File: src/rtl/tagmem.sv
module tagmem #(
  parameter logic [63:0] UID_VAL  = 64'h0123_4567_89AB_CDEF,
  parameter logic [31:0] CNT_INIT = 32'hFFFF_FFFF
) (
  input  logic        clk,
  input  logic        rst_n,
  input  logic        wr_en,
  input  logic [7:0]  wr_addr,
  input  logic [31:0] wr_data,
  input  logic [7:0]  rd_addr,
  output logic [31:0] rd_data,
  output logic        busy,
  output logic        wr_err,
  output logic [63:0] uid
);
  localparam logic [7:0]  NBLK      = 8'd16;
  localparam logic [7:0]  OTP_N     = 8'd5;
  localparam logic [7:0]  USR_LO    = 8'd7;
  localparam logic [7:0]  RELOAD_BK = 8'd6;
  localparam logic [7:0]  LOCK_ADDR = 8'd255;
  localparam logic [15:0] USR_MASK  = 16'hFF80;

  logic [31:0] mem [16];
  logic [15:0] lock;
  logic        armed, busy_q, err_q;

  wire [3:0] wa     = wr_addr[3:0];
  wire       go     = wr_en & ~busy_q;
  wire       in_mem = wr_addr < NBLK;
  wire       is_otp = wr_addr < OTP_N;
  wire       is_cnt = (wr_addr == 8'd5) || (wr_addr == RELOAD_BK);
  wire       is_usr = in_mem && (wr_addr >= USR_LO);
  wire       cnt_ok = wr_data < mem[wa];
  wire       reload = go && (wr_addr == RELOAD_BK) && cnt_ok &&
                      (wr_data[31:16] != mem[wa][31:16]);
  wire       erase_go = go && is_otp && armed;
  wire       rej    = go && ((is_cnt && !cnt_ok) || (is_usr && lock[wa]));

  always_ff @(posedge clk or negedge rst_n) begin
    if (!rst_n) begin
      for (int i = 0; i < 16; i++)
        mem[i] <= (i < 5) ? 32'hFFFF_FFFF : ((i == 5 || i == 6) ? CNT_INIT : 32'h0);
      lock   <= '0;
      armed  <= 1'b0;
      busy_q <= 1'b0;
      err_q  <= 1'b0;
    end else begin
      busy_q <= go;
      err_q  <= rej;
      if (erase_go) begin
        for (int i = 0; i < 5; i++) mem[i] <= 32'hFFFF_FFFF;
        mem[wa] <= wr_data;
        armed   <= 1'b0;
      end else if (go && is_otp) begin
        if (mem[wa] != 32'h0) mem[wa] <= mem[wa] & wr_data;
      end else if (go && is_cnt) begin
        if (cnt_ok) mem[wa] <= wr_data;
        if (reload) armed <= 1'b1;
      end else if (go && is_usr) begin
        if (!lock[wa]) mem[wa] <= wr_data;
      end else if (go && wr_addr == LOCK_ADDR) begin
        lock <= lock | (wr_data[15:0] & USR_MASK);
      end
    end
  end

  assign rd_data = (rd_addr < NBLK)       ? mem[rd_addr[3:0]] :
                   (rd_addr == LOCK_ADDR) ? {16'h0, lock}     : 32'hFFFF_FFFF;
  assign busy   = busy_q;
  assign wr_err = err_q;
  assign uid    = UID_VAL;

  genvar g;
  generate
    for (g = 0; g < 5; g++) begin : g_otp_chk
      AST_OTP_NO_SET: assert property (@(posedge clk) disable iff (!rst_n)
        !$past(erase_go) |-> ((mem[g] & ~$past(mem[g])) == 32'h0));
      AST_OTP_FROZEN: assert property (@(posedge clk) disable iff (!rst_n)
        (!$past(erase_go) && $past(mem[g]) == 32'h0) |-> (mem[g] == 32'h0));
    end
    for (g = 5; g < 7; g++) begin : g_cnt_chk
      AST_CNT_NO_RISE: assert property (@(posedge clk) disable iff (!rst_n)
        1'b1 |=> (mem[g] <= $past(mem[g])));
    end
  endgenerate

  AST_LOCK_STICKY: assert property (@(posedge clk) disable iff (!rst_n)
    1'b1 |=> ((lock & $past(lock)) == $past(lock)));
  AST_BUSY_SINGLE: assert property (@(posedge clk) disable iff (!rst_n)
    busy |=> !busy);
  AST_ERR_IN_BUSY: assert property (@(posedge clk) disable iff (!rst_n)
    wr_err |-> busy);
endmodule

File: config.mk
export PLATFORM = sky130hd
export DESIGN_NAME = tagmem
export DESIGN_NICKNAME = d
export VERILOG_FILES = /design/src/rtl/tagmem.sv
export SDC_FILE = /design/constraint.sdc
export NUM_CORES = 1
export LEC_CHECK = 0
export CAP_MARGIN = 15
export CORE_ASPECT_RATIO = 1.75
export CORE_MARGIN = 1.5
export CORE_UTILIZATION = 29
export DETAILED_ROUTE_END_ITERATION = 8
export PLACE_DENSITY_LB_ADDON = 0.25
export SYNTH_ARGS = -nofsm -noshare
export SYNTH_HDL_FRONTEND = slang
export SYNTH_SLANG_ARGS = --single-unit
File: constraint.sdc
create_clock -name clk -period 4.2 [get_ports clk]
set_input_delay 0.84 -clock clk [delete_from_list [all_inputs] [get_ports clk]]
set_output_delay 0.84 -clock clk [all_outputs]
set_load 0.05 [all_outputs]
# == Word-level counts from Yosys, hierarchy flattened ==
# Index checks and enable logic that the tools add are counted.
# op_classes
n_lt_le_gt_ge,9
n_eq_ne,9
muxes,26
n_bitwise,10
reduce_logical,23
# ops
operator,n
two-way mux 512 bit,7
bitwise mux 512 bit,3
binary-select mux 32 bit (select 4 bit),2
two-way mux 32 bit,7
demux 32 bit (select 4 bit),1
bitwise AND 32 bit,1
less-than comparator 32 bit,1
nonzero test 32 bit,1
"equality test 8 x 3 -> 1 bit, second input constant",2
"equality test 8 bit, second input constant",2
"less-than comparator 8 x 5 -> 1 bit, second input constant",2
!= test 16 bit,1
OR 16 bit,1
logical AND 1 bit,13
"greater-or-equal comparator 5 bit, second input constant",2
inverter 4 -> 5 bit,2
"greater-or-equal comparator 8 x 3 -> 1 bit, second input constant",1
"less-than comparator 8 x 3 -> 1 bit, second input constant",1
"less-than comparator 4 x 5 -> 1 bit, second input constant",1
"less-than comparator 5 x 1 -> 1 bit, second input constant",1
two-way mux 1 bit,5
inverter 1 bit,5
AND reduction 5 bit,1
binary-select mux 1 bit (select 4 bit),1
other kinds (11),13
# totals
reg_bits,531
out_inout_bits,98
wordCells,97

# == Longest topological paths before layout ==
# Gate-level depths: netlist of the first run.
# depth
depth_word,11
ltp_mapped,16
mapped_depth_nobuf,12

# == Worst setup path before layout of the first run ==
# OpenSTA, ideal clock, no wires.
# synth_path
kind,input port to flip-flop
start,in wr_addr[3]
end,reg mem[310] (netlist bit)
setup_time_ns,0.082
arrival_time_ns,4.454
slack_ns,-0.336
path_stages,14
path_cell_list,clkbuf_1 -> nor2_1 -> clkbuf_1 -> a22oi_1 -> nand2_1 -> inv_1 -> ha_1 -> or4_1 -> a221oi_1 -> a2bb2oi_1 -> a211o_1 -> nor4_2 -> clkbuf_1 -> mux2_2
# synth_between
elab_chain_len,11
word_cells_on_any_way,40
# synth_lines
item,line,source
from (decl),8,"input logic [7:0] wr_addr,"
"parallel branches: the longest is 11 deep, another holds less-than comparator 32 bit",-,
"to (signal, indexed assignment)",52,mem[wa] <= wr_data;
"to (signal, indexed assignment)",57,if (cnt_ok) mem[wa] <= wr_data;
"to (signal, indexed assignment)",60,if (!lock[wa]) mem[wa] <= wr_data;
to (decl),23,logic [31:0] mem [16];
# Several ways; the timed one is not identified. The select of a mux whose other input is x is not followed.
# A chain may end at the register's enable or synchronous reset.

# == Worst setup path after layout of the first run ==
# layout_path
start,in wr_addr[3]
end,reg mem[289] (netlist bit)
# The elaborated chain is that of the path after synthesis.

==> flow_metrics.tcl, run 1 <==
set metrics [dict create \
    final_area_mm2 0.0405 \
    clock_tree.root_cell "sky130_fd_sc_hd__clkbuf_16" \
    critical_path.n_buffers_inverters 6 \
    max_cap_violations 0 \
    route.detailed.vias_per_inst 5.57 \
    dp.cells 4317 \
    r2r_setup_slack_ps 560 \
    core_region_area_mm2 0.118 \
    min-delay-path-class "input pin to async pin" \
    finClkSkew_ps 44.2 \
    synth.top_cell.area_share 0.218 \
    place_congestion 0.893 \
    critical-path-slowest-cell "sky130_fd_sc_hd__or4_1" \
    timing_worst_setup_path_type "input pin to flop" \
    synth_flop_cell "sky130_fd_sc_hd__dfrtp_1" \
    starting_utilization_of_the_core_area 0.292 \
    synth_cell_types 57 \
    postRouteAntennaNets 0 \
    crit_path_cell_trace "clkdlybuf4s50_1, buf_4, nor2b_4, buf_12, a22oi_1, nand2_1, inv_1, ha_1, or4_1, a221oi_1, a2bb2oi_1, a211o_1, nor4_4, buf_4, buf_12, mux2_2" \
    post_drt_wl_per_cell_um 29.1 \
    final_hold_violation_count 0 \
    worst_path_dominant_cell_family "buffers and inverters" \
    globalRoute.totalOverflow 0 \
    largest_cells_by_area_after_synthesis "sky130_fd_sc_hd__dfrtp_1 (22%), sky130_fd_sc_hd__mux4_2 (19%), sky130_fd_sc_hd__dfstp_2 (17%), sky130_fd_sc_hd__mux2_2 (12%), sky130_fd_sc_hd__mux2_4 (6.3%)" \
    tritoncts.num_buffers 53 \
    chipWidth_um 263 \
    globalRouteTotalUtil 0.211 \
    timing.critical_path.to_type "flop" \
    irDropWorstVdd_mv 0.304 \
    synth_commonest_cells "sky130_fd_sc_hd__mux2_2 (361), sky130_fd_sc_hd__dfrtp_1 (300), sky130_fd_sc_hd__o21ai_0 (287)" \
    timing.rr.start "mem[117]" \
    seq_area_frac_synth 0.389 \
    fmax_ghz 0.255 \
    die-area_mm2 0.121 \
    drive_gt1_frac 0.514 \
    post_synth_and_or_nand_nor_area_fraction 0.0468 \
    worstSkewPairLatency_ps 690 \
    port_buffer_count 84 \
    timing.reg2reg.worst_path_depth 14 \
    crit_path_max_incr_delay_ps 510 \
    p_per_area_mw_per_mm2 307 \
    data_arrival_at_the_endpoint_of_the_critical_path_ps 4500 \
    synth_adder_area_share 0.0240 \
    die-height_um 459 \
    filler_cell_count 11500 \
    standard_cell_rows 167 \
    first_pass_grt_wire_length_um 186000 \
    cp-start-kind "input pin" \
    async_reset_ff_frac 1.00 \
    final_cell_count_no_fill 4420 \
    antenna_found_initial 7 \
    area_growth_syn_to_layout_pct 17.6 \
    synth.most_common_cell "sky130_fd_sc_hd__mux2_2" \
    initialDrtViolationCount 2045 \
    post_synthesis_compound_gate_area_fraction 0.109 \
    largest_fanout_of_any_net_on_the_critical_path 21 \
    worst_r2r_endpoint "mem[289]" \
    via_count_of_the_first_global_routing_pass 25100 \
    critPathRequiredTime_ps 4790 \
    slew_viol_final 0 \
    synth-edff-count 0 \
    yosys.area_share.xor_xnor 0 \
    cts_hold_buf 0 \
    synth_top_family_by_area "multiplexers" \
    nets 2969 \
    cts.htree.levels 2 \
    synth_mux_area_frac 0.374 \
    post-route-util 0.343 \
    design.portCount 149 \
    placedInstanceArea_mm2 0.0387 \
    tritoncts "done" \
    timing_worst_slew_pin_value_ps 1160 \
    layout_worst_path_cycle_share 0.933 \
    synthesis.yosys.warnings 0 \
    synthesis.instances 2725 \
    post-synth-top-area-cell "sky130_fd_sc_hd__dfrtp_1" \
    rsz0062_at_grt "no" \
    via_count 24600 \
    min_period_ps 3920 \
    dr.pass1.iters 6 \
    dp.final_hpwl_um 89100 \
    relSlewSlack 0.227 \
    ys_seq_elements 524 \
    fin_total_pwr_mw 12.5 \
    cts_num_sinks 524 \
    timing.final.setup_violations 0 \
    worst_setup_hold_path_clk_slew_ps 70 \
    detail_route.drc_violations 0 \
    leakage_component_of_the_power_nw 17.4 \
    synth_area_mm2 0.0344 \
    detail_route.wirelength_um 128000 \
    status "completed" \
    grt_start_max_net_pins 189 \
    avgSynthCellArea_um2 12.6 \
    cts_max_path_buffers 3 \
]
-- layout by cell type, fill, tap and decap left out, types with 6 or more instances in the layout --
cell | netlist | layout
sky130_fd_sc_hd__a21o_1 | 16 | 16
sky130_fd_sc_hd__a21oi_1 | 16 | 16
sky130_fd_sc_hd__a22o_1 | 155 | 155
sky130_fd_sc_hd__a22oi_1 | 54 | 54
sky130_fd_sc_hd__a22oi_2 | 8 | 8
sky130_fd_sc_hd__buf_12 | 0 | 60
sky130_fd_sc_hd__buf_4 | 69 | 266
sky130_fd_sc_hd__clkbuf_1 | 209 | 12
sky130_fd_sc_hd__clkbuf_16 | 0 | 53
sky130_fd_sc_hd__clkbuf_8 | 0 | 12
sky130_fd_sc_hd__clkdlybuf4s50_1 | 0 | 44
sky130_fd_sc_hd__clkinv_2 | 0 | 9
sky130_fd_sc_hd__conb_1 | 2 | 64
sky130_fd_sc_hd__dfrtp_1 | 300 | 299
sky130_fd_sc_hd__dfstp_2 | 224 | 224
sky130_fd_sc_hd__ha_1 | 66 | 66
sky130_fd_sc_hd__inv_1 | 40 | 40
sky130_fd_sc_hd__mux2_2 | 361 | 361
sky130_fd_sc_hd__mux2_4 | 145 | 145
sky130_fd_sc_hd__mux2i_1 | 7 | 7
sky130_fd_sc_hd__mux4_1 | 6 | 6
sky130_fd_sc_hd__mux4_2 | 283 | 283
sky130_fd_sc_hd__nand2_1 | 201 | 195
sky130_fd_sc_hd__nand2_2 | 4 | 10
sky130_fd_sc_hd__nand3_1 | 38 | 35
sky130_fd_sc_hd__nand4_1 | 10 | 10
sky130_fd_sc_hd__nor2_1 | 61 | 54
sky130_fd_sc_hd__nor2_4 | 0 | 7
sky130_fd_sc_hd__nor4_2 | 8 | 8
sky130_fd_sc_hd__o21ai_0 | 287 | 287
sky130_fd_sc_hd__o22a_1 | 9 | 9
-- how the worst max path moves through the flow --
stage | start | to | slack [ps] | cells after the start
floorplan | wr_addr[0] | mem[321] | -10 | 16
global placement | wr_addr[2] | mem[298] | -520 | 17
detailed placement | wr_addr[2] | mem[298] | -590 | 17
CTS | wr_addr[2] | mem[301] | 90 | 17
global route | wr_addr[3] | mem[289] | 140 | 16
finish | wr_addr[3] | mem[289] | 280 | 16
-- flip-flops by register name (all words and copies together), names as in the netlist --
register / cells
armed: 1
busy: 1
lock: 9
mem: 512
wr_err: 1
-- routing by layer --
| metal | up-vias | wire length (um) | track usage |
|---|---|---|---|
| met4 | 4 | 5240 | 0.0813 |
| li1 | 10500 | - | - |
| met1 | 13100 | 51100 | 0.259 |
| met3 | 203 | 6180 | 0.0271 |
| met5 | - | 27 | 0 |
| met2 | 866 | 66000 | 0.376 |
-- power breakdown --
| part | leakage (nW) | internal, mW | switching, mW | total [mW] |
|---|---|---|---|---|
| Combinational | 10.0 | 0.732 | 1.22 | 1.95 |
| Sequential | 6.46 | 5.19 | 0.126 | 5.31 |
| Clock | 0.908 | 2.87 | 2.32 | 5.19 |
| Total | 17.4 | 8.79 | 3.66 | 12.5 |
-- cell type report --
cell class	count	area [um^2]	area share
Tap cell	1521	1900	0.0470
Timing Repair Buffer	377	3720	0.0919
Antenna cell	2	5.00	0.000124
Inverter	41	154	0.00380
Sequential cell	524	13400	0.331
Clock inverter	23	299	0.00738
Clock buffer	77	1540	0.0379
Multi-Input combinational cell	1855	19500	0.481
-- logic make-up (layout without fill, tap and decap cells) --
kind of cell    after synthesis  in the layout
fa+ha+maj                    66             66
buf+inv                     408            518
other cells                   2             66
simple gates                355            355
compound gates              566            566
flops                       524            524
mux                         804            804
-- stage by stage --
stage	setup WS [ps]	setup TNS (ps)	hold WS (ps)
3_3_place_gp	-521	-46790	460
5_1_grt	142	0	232
3_5_place_dp	-587	-50550	469
2_1_floorplan	-11.9	-306	442
4_1_cts	92.8	0	227
6_report	281	0	184
-- repair_timing --
item | in CTS | in global routing
setup endpoints to repair | 0 | 32
gates resized for setup | 0 | 1
buffers inserted | 0 | 1
hold endpoints to repair | 0 | 0
Power figures use the tool's default switching activity.
==> inputs of run 2 (changes only) <==
Settings changed: PLACE_DENSITY from default to 0.43, PLACE_DENSITY_LB_ADDON 0.25 to default, SETUP_SLACK_MARGIN from default to 0.02.
Clock period 4.2 ns to 4.8 ns, I/O delays scaled along.
==> run 2 against run 1 <==
Count of clock-buffer cells in the layout is 5 lower. Clock skew is 8.2 ps lower. Global-route usage is 1.5 points higher. Worst hold slack better by 85 ps. Via count is 0.97% higher. Critical path depth stayed put. Critical path type unchanged. Critical endpoint is now mem[326]. Largest power group is now the clock network.
==> flow_metrics.tcl, run 2 (synthesis gave the netlist of run 1 again) <==
set metrics [dict create \
    worst_r2r_endpoint "mem[326]" \
    cts.htree.levels 2 \
    dr.pass1.iters 5 \
    tritoncts.num_buffers 53 \
    globalRoute.totalOverflow 0 \
    dp.cells 4293 \
    starting_utilization_of_the_core_area 0.292 \
    timing.final.setup_violations 0 \
    worst_setup_hold_path_clk_slew_ps 60 \
    die-height_um 459 \
    use_met1 0.268 \
    leakage_component_of_the_power_nw 17.3 \
    largest_register "mem" \
    cts_max_path_buffers 3 \
    setup_bufs_post_cts 0 \
    nets 2944 \
    p_switching_mw 3.23 \
    standard_cell_rows 167 \
    status "completed" \
    filler_cell_count 11400 \
    via_count 24900 \
    detail_route.wirelength_um 138000 \
    p_per_area_mw_per_mm2 274 \
    tritoncts "done" \
    irDropWorstVdd_mv 0.267 \
    post_drt_wl_per_cell_um 31.3 \
    fin_worst_hold_slack_ps 269 \
    globalRouteTotalUtil 0.227 \
    detail_route.drc_violations 0 \
    place_congestion 0.870 \
    use_met2 0.410 \
    r2r_setup_slack_ps 970 \
    cts.repair.resized 0 \
    critPathRequiredTime_ps 5370 \
    timing_worst_slew_pin_value_ps 805 \
    seq_power_share 0.421 \
    sw_share 0.292 \
    dp.final_hpwl_um 93500 \
    area_growth_syn_to_layout_pct 17.1 \
    initialDrtViolationCount 1776 \
    final_cell_mix "sky130_fd_sc_hd__mux2_2 (361), sky130_fd_sc_hd__dfrtp_1 (299), sky130_fd_sc_hd__o21ai_0 (287), sky130_fd_sc_hd__mux4_2 (283), sky130_fd_sc_hd__buf_4 (242)" \
    groute.layer.met3.usage 0.0244 \
    slew_viol_final 0 \
    clock_tree.root_cell "sky130_fd_sc_hd__clkbuf_16" \
    final_cell_count_no_fill 4394 \
    layout_worst_path_cycle_share 0.941 \
    min-delay-path-class "input pin to async pin" \
    relSlewSlack 0.464 \
    rsz0062_at_grt "no" \
    data_arrival_at_the_endpoint_of_the_critical_path_ps 5090 \
    max_cap_violations 0 \
    via_count_of_the_first_global_routing_pass 26600 \
    chipWidth_um 263 \
    port_buffer_count 84 \
    route.detailed.vias_per_inst 5.66 \
    final_hold_violation_count 0 \
    final_area_mm2 0.0403 \
    die-area_mm2 0.121 \
    cts_hold_buf 0 \
    min_period_ps 4520 \
    power_frac_comb 0.156 \
    drive_gt1_frac 0.511 \
    largest_fanout_of_any_net_on_the_critical_path 14 \
    antenna_found_initial 1 \
    placedInstanceArea_mm2 0.0384 \
    timing_worst_setup_path_type "input pin to flop" \
    postRouteAntennaNets 0 \
    internal_power_mw 7.81 \
    fmax_ghz 0.221 \
    cp-start-kind "input pin" \
    timing.reg2reg.worst_path_depth 12 \
    clock_power_share 0.423 \
    timing.rr.start "mem[28]" \
    core_region_area_mm2 0.118 \
    worstSkewPairLatency_ps 680 \
    top_regs "mem x512, lock x9" \
    first_pass_grt_wire_length_um 198000 \
    cts_num_sinks 524 \
    global_route.peak_usage_layer "met2" \
    worstSetupStartpoint "wr_addr[2]" \
    grt_start_max_net_pins 189 \
    timing.critical_path.to_type "flop" \
    largest_register_ffs 512 \
    commonest_non_fill_non_tap_cell_in_the_layout "sky130_fd_sc_hd__mux2_2" \
    finClkSkew_ps 36.0 \
    design.portCount 149 \
]
==> run 2: metrics by stage <==
step | setup TNS, ps | worst slack (ps) | util | total power, mW
2_1_floorplan | 0 | 144 | - | 5.75
3_3_place_gp | -20000 | -363 | 0.325 | 6.42
3_5_place_dp | -19020 | -347 | 0.325 | 6.45
4_1_cts | 0 | 337 | 0.342 | 11.2
5_1_grt | 0 | 240 | 0.342 | 11.5
6_report | 0 | 281 | 0.342 | 11.0
==> run 2: cell type report <==
cell class              instances  area, um^2  area share
multi-input cells            1855       19500       0.483
inverters                      41         154     0.00382
repair buffers                352        3500      0.0868
clock inverters                28         353     0.00875
flip-flops and latches        524       13400       0.332
diodes                          1        2.50   0.0000621
clock buffers                  72        1550      0.0384
well taps                    1521        1900      0.0472
==> run 2: how the worst max path moves through the flow <==
stage,endpoint,cells past startpoint
2_1_floorplan,mem[310],14
6_report,mem[326],16
5_1_grt,mem[326],17
3_5_place_dp,mem[327],16
3_3_place_gp,mem[326],16
4_1_cts,mem[326],16
==> run 2: power groups by stage <==
stage	clock (mW)	sequential [mW]	combinational, mW
2_1_floorplan	0	4.66	1.09
3_3_place_gp	0	4.71	1.71
3_5_place_dp	0	4.72	1.73
4_1_cts	4.80	4.65	1.73
5_1_grt	4.95	4.66	1.86
6_report	4.67	4.65	1.73
==> run 2: layer usage <==
metal / part of all wire / vias up
met4: 0.050 / 0
met2: 0.52 / 914
met1: 0.39 / 13300
met5: 0 / -
met3: 0.043 / 258
li1: - / 10400
==> run 2: critical path, stage by stage <==
cell and delay (ps):
sky130_fd_sc_hd__clkdlybuf4s50_1 550, sky130_fd_sc_hd__buf_4 250, sky130_fd_sc_hd__nor2b_4 180, sky130_fd_sc_hd__buf_12 180, sky130_fd_sc_hd__buf_12 170, sky130_fd_sc_hd__a22oi_1 80
sky130_fd_sc_hd__nand2_1 260, sky130_fd_sc_hd__inv_1 100, sky130_fd_sc_hd__ha_1 310, sky130_fd_sc_hd__buf_4 100, sky130_fd_sc_hd__nand4_1 90, sky130_fd_sc_hd__or4_1 560
sky130_fd_sc_hd__a21oi_1 500, sky130_fd_sc_hd__nor4_2 130, sky130_fd_sc_hd__buf_4 260, sky130_fd_sc_hd__mux2_1 350
==> inputs of run 3 (changes only) <==
Settings changed: PLACE_DENSITY 0.43 to 0.41.
==> run 3 against run 2 <==
Non-clock buffer count grew 1. Largest power group is now registers. Highest routed layer is now met5. Sequential share of layout area grew 0.081 points. Utilization shrank 0.083 points. Worst setup slack gained 66 ps. Total power shrank 2.0%. Global-route usage shrank 0.48 points.
==> flow_metrics.tcl, run 3 (synthesis gave the netlist of run 1 again) <==
set metrics [dict create \
    timing.final.setup_violations 0 \
    tritoncts "done" \
    placement.setup.worst_slack_ps -346 \
    initialDrtViolationCount 1730 \
    drive_gt1_frac 0.511 \
    power_frac_comb 0.162 \
    setup_bufs_post_cts 0 \
    fin_total_pwr_mw 10.8 \
    cts.htree.levels 2 \
    timing_worst_setup_path_type "input pin to flop" \
    post-route-util 0.341 \
    min_period_ps 4450 \
    final_area_mm2 0.0402 \
    cts.repair.resized 0 \
    post_drt_wl_per_cell_um 30.6 \
    port_buffer_count 84 \
    starting_utilization_of_the_core_area 0.292 \
    dp.cells 4294 \
    detail_route.drc_violations 0 \
    final_cell_count_no_fill 4399 \
    design.portCount 149 \
    area_growth_syn_to_layout_pct 16.8 \
    timing.reg2reg.worst_path_depth 14 \
    status "completed" \
    cp-start-kind "input pin" \
    min-delay-path-class "input pin to async pin" \
    largest_register_ffs 512 \
    critPathRequiredTime_ps 5370 \
    fmax_ghz 0.225 \
    grt_start_max_net_pins 222 \
    core_region_area_mm2 0.118 \
    sw_share 0.297 \
    place_congestion 0.837 \
    route.detailed.vias_per_inst 5.63 \
    postRouteAntennaNets 0 \
    clock_power_share 0.412 \
    top_regs "mem x512, lock x9" \
    nets 2948 \
    largest_register "mem" \
    irDropWorstVdd_mv 0.266 \
    slew_viol_final 0 \
    layout_worst_path_cycle_share 0.928 \
    first_pass_grt_wire_length_um 195000 \
    largest_fanout_of_any_net_on_the_critical_path 23 \
    worstSkewPairLatency_ps 660 \
    relSlewSlack 0.168 \
    rsz0062_at_grt "no" \
    globalRouteTotalUtil 0.222 \
    standard_cell_rows 167 \
    tritoncts.num_buffers 56 \
    cts_num_sinks 524 \
    timing.rr.start "mem[69]" \
    internal_power_mw 7.61 \
    dr.pass1.iters 5 \
    die-height_um 459 \
    via_count 24800 \
    max_cap_violations 0 \
    r2r_setup_slack_ps 930 \
    commonest_non_fill_non_tap_cell_in_the_layout "sky130_fd_sc_hd__mux2_2" \
    globalRoute.totalOverflow 0 \
    dp.final_hpwl_um 88900 \
    data_arrival_at_the_endpoint_of_the_critical_path_ps 5030 \
    final.setup.worst_slack_ps 347 \
    via_count_of_the_first_global_routing_pass 26300 \
    die-area_mm2 0.121 \
    cts_max_path_buffers 3 \
    detail_route.wirelength_um 135000 \
    p_per_area_mw_per_mm2 269 \
    chipWidth_um 263 \
    filler_cell_count 11400 \
    cts_hold_buf 0 \
    fin_worst_hold_slack_ps 326 \
    worst_setup_hold_path_clk_slew_ps 60 \
    final_cell_mix "sky130_fd_sc_hd__mux2_2 (361), sky130_fd_sc_hd__dfrtp_1 (299), sky130_fd_sc_hd__o21ai_0 (287), sky130_fd_sc_hd__mux4_2 (283), sky130_fd_sc_hd__buf_4 (246)" \
    final_hold_violation_count 0 \
    worst_r2r_endpoint "mem[315]" \
    leakage_component_of_the_power_nw 17.3 \
    placedInstanceArea_mm2 0.0384 \
    timing_worst_slew_pin_value_ps 1240 \
    clock_tree.root_cell "sky130_fd_sc_hd__clkbuf_16" \
    p_switching_mw 3.21 \
    timing.critical_path.to_type "flop" \
    seq_power_share 0.426 \
    antenna_found_initial 2 \
    tns_ps 0 \
    finClkSkew_ps 23.9 \
]
-- run 3: cell types whose count changed in the layout (fill, tap and decap cells not counted), moves of 3 or more --
cell | previous run | this run
sky130_fd_sc_hd__bufinv_16 | 7 | 1
sky130_fd_sc_hd__clkinv_1 | 5 | 2
sky130_fd_sc_hd__clkbuf_1 | 4 | 11
sky130_fd_sc_hd__buf_4 | 242 | 246
sky130_fd_sc_hd__clkinv_2 | 8 | 14
sky130_fd_sc_hd__clkbuf_16 | 53 | 57
-- run 3: final cells by class --
type	instances	area, um^2	share of cell area
Inverter	41	154	0.00383
Antenna cell	1	2.50	0.0000622
Multi-Input combinational cell	1855	19500	0.484
Clock buffer	82	1660	0.0413
Timing Repair Buffer	353	3490	0.0868
Clock inverter	22	150	0.00373
Sequential cell	524	13400	0.333
Tap cell	1521	1900	0.0473
-- run 3: how the worst max path moves through the flow --
stage / start / to / cells past startpoint
after floorplan: wr_addr[3] / mem[310] / 14
after global placement: wr_addr[2] / armed / 16
after detailed placement: wr_addr[3] / mem[292] / 16
after CTS: wr_addr[3] / mem[292] / 16
after global routing: wr_addr[3] / mem[312] / 16
final: wr_addr[3] / mem[315] / 16
-- run 3: critical path, cell delays in order --
cell                              delay [ps]
sky130_fd_sc_hd__clkdlybuf4s50_1         620
sky130_fd_sc_hd__and2_2                  300
sky130_fd_sc_hd__buf_12                  190
sky130_fd_sc_hd__a22oi_1                 120
sky130_fd_sc_hd__nand2_1                 140
sky130_fd_sc_hd__inv_1                    60
sky130_fd_sc_hd__ha_1                    360
sky130_fd_sc_hd__nand4_1                 200
sky130_fd_sc_hd__a311o_1                 330
sky130_fd_sc_hd__a211oi_1                430
sky130_fd_sc_hd__o31ai_1                 170
sky130_fd_sc_hd__a21oi_1                 330
sky130_fd_sc_hd__buf_4                   190
sky130_fd_sc_hd__nor4_4                   50
sky130_fd_sc_hd__buf_12                  210
sky130_fd_sc_hd__mux2_2                  290
-- run 3: power by group through the flow --
stage	clock (mW)	sequential [mW]	combinational [mW]
6_report	4.46	4.62	1.75
3_3_place_gp	0	4.68	1.74
3_5_place_dp	0	4.69	1.75
2_1_floorplan	0	4.66	1.09
4_1_cts	4.60	4.61	1.76
5_1_grt	4.73	4.63	1.88
-- run 3: per-layer routing --
| layer | track usage | part of all wire | vias to the layer above | routed length, um |
|---|---|---|---|---|
| li1 | - | - | 10400 | - |
| met4 | 0.104 | 0.052 | 2 | 6990 |
| met1 | 0.264 | 0.39 | 13200 | 52600 |
| met2 | 0.396 | 0.51 | 892 | 69000 |
| met5 | 0 | 0.000089 | - | 12 |
| met3 | 0.0290 | 0.044 | 283 | 5990 |
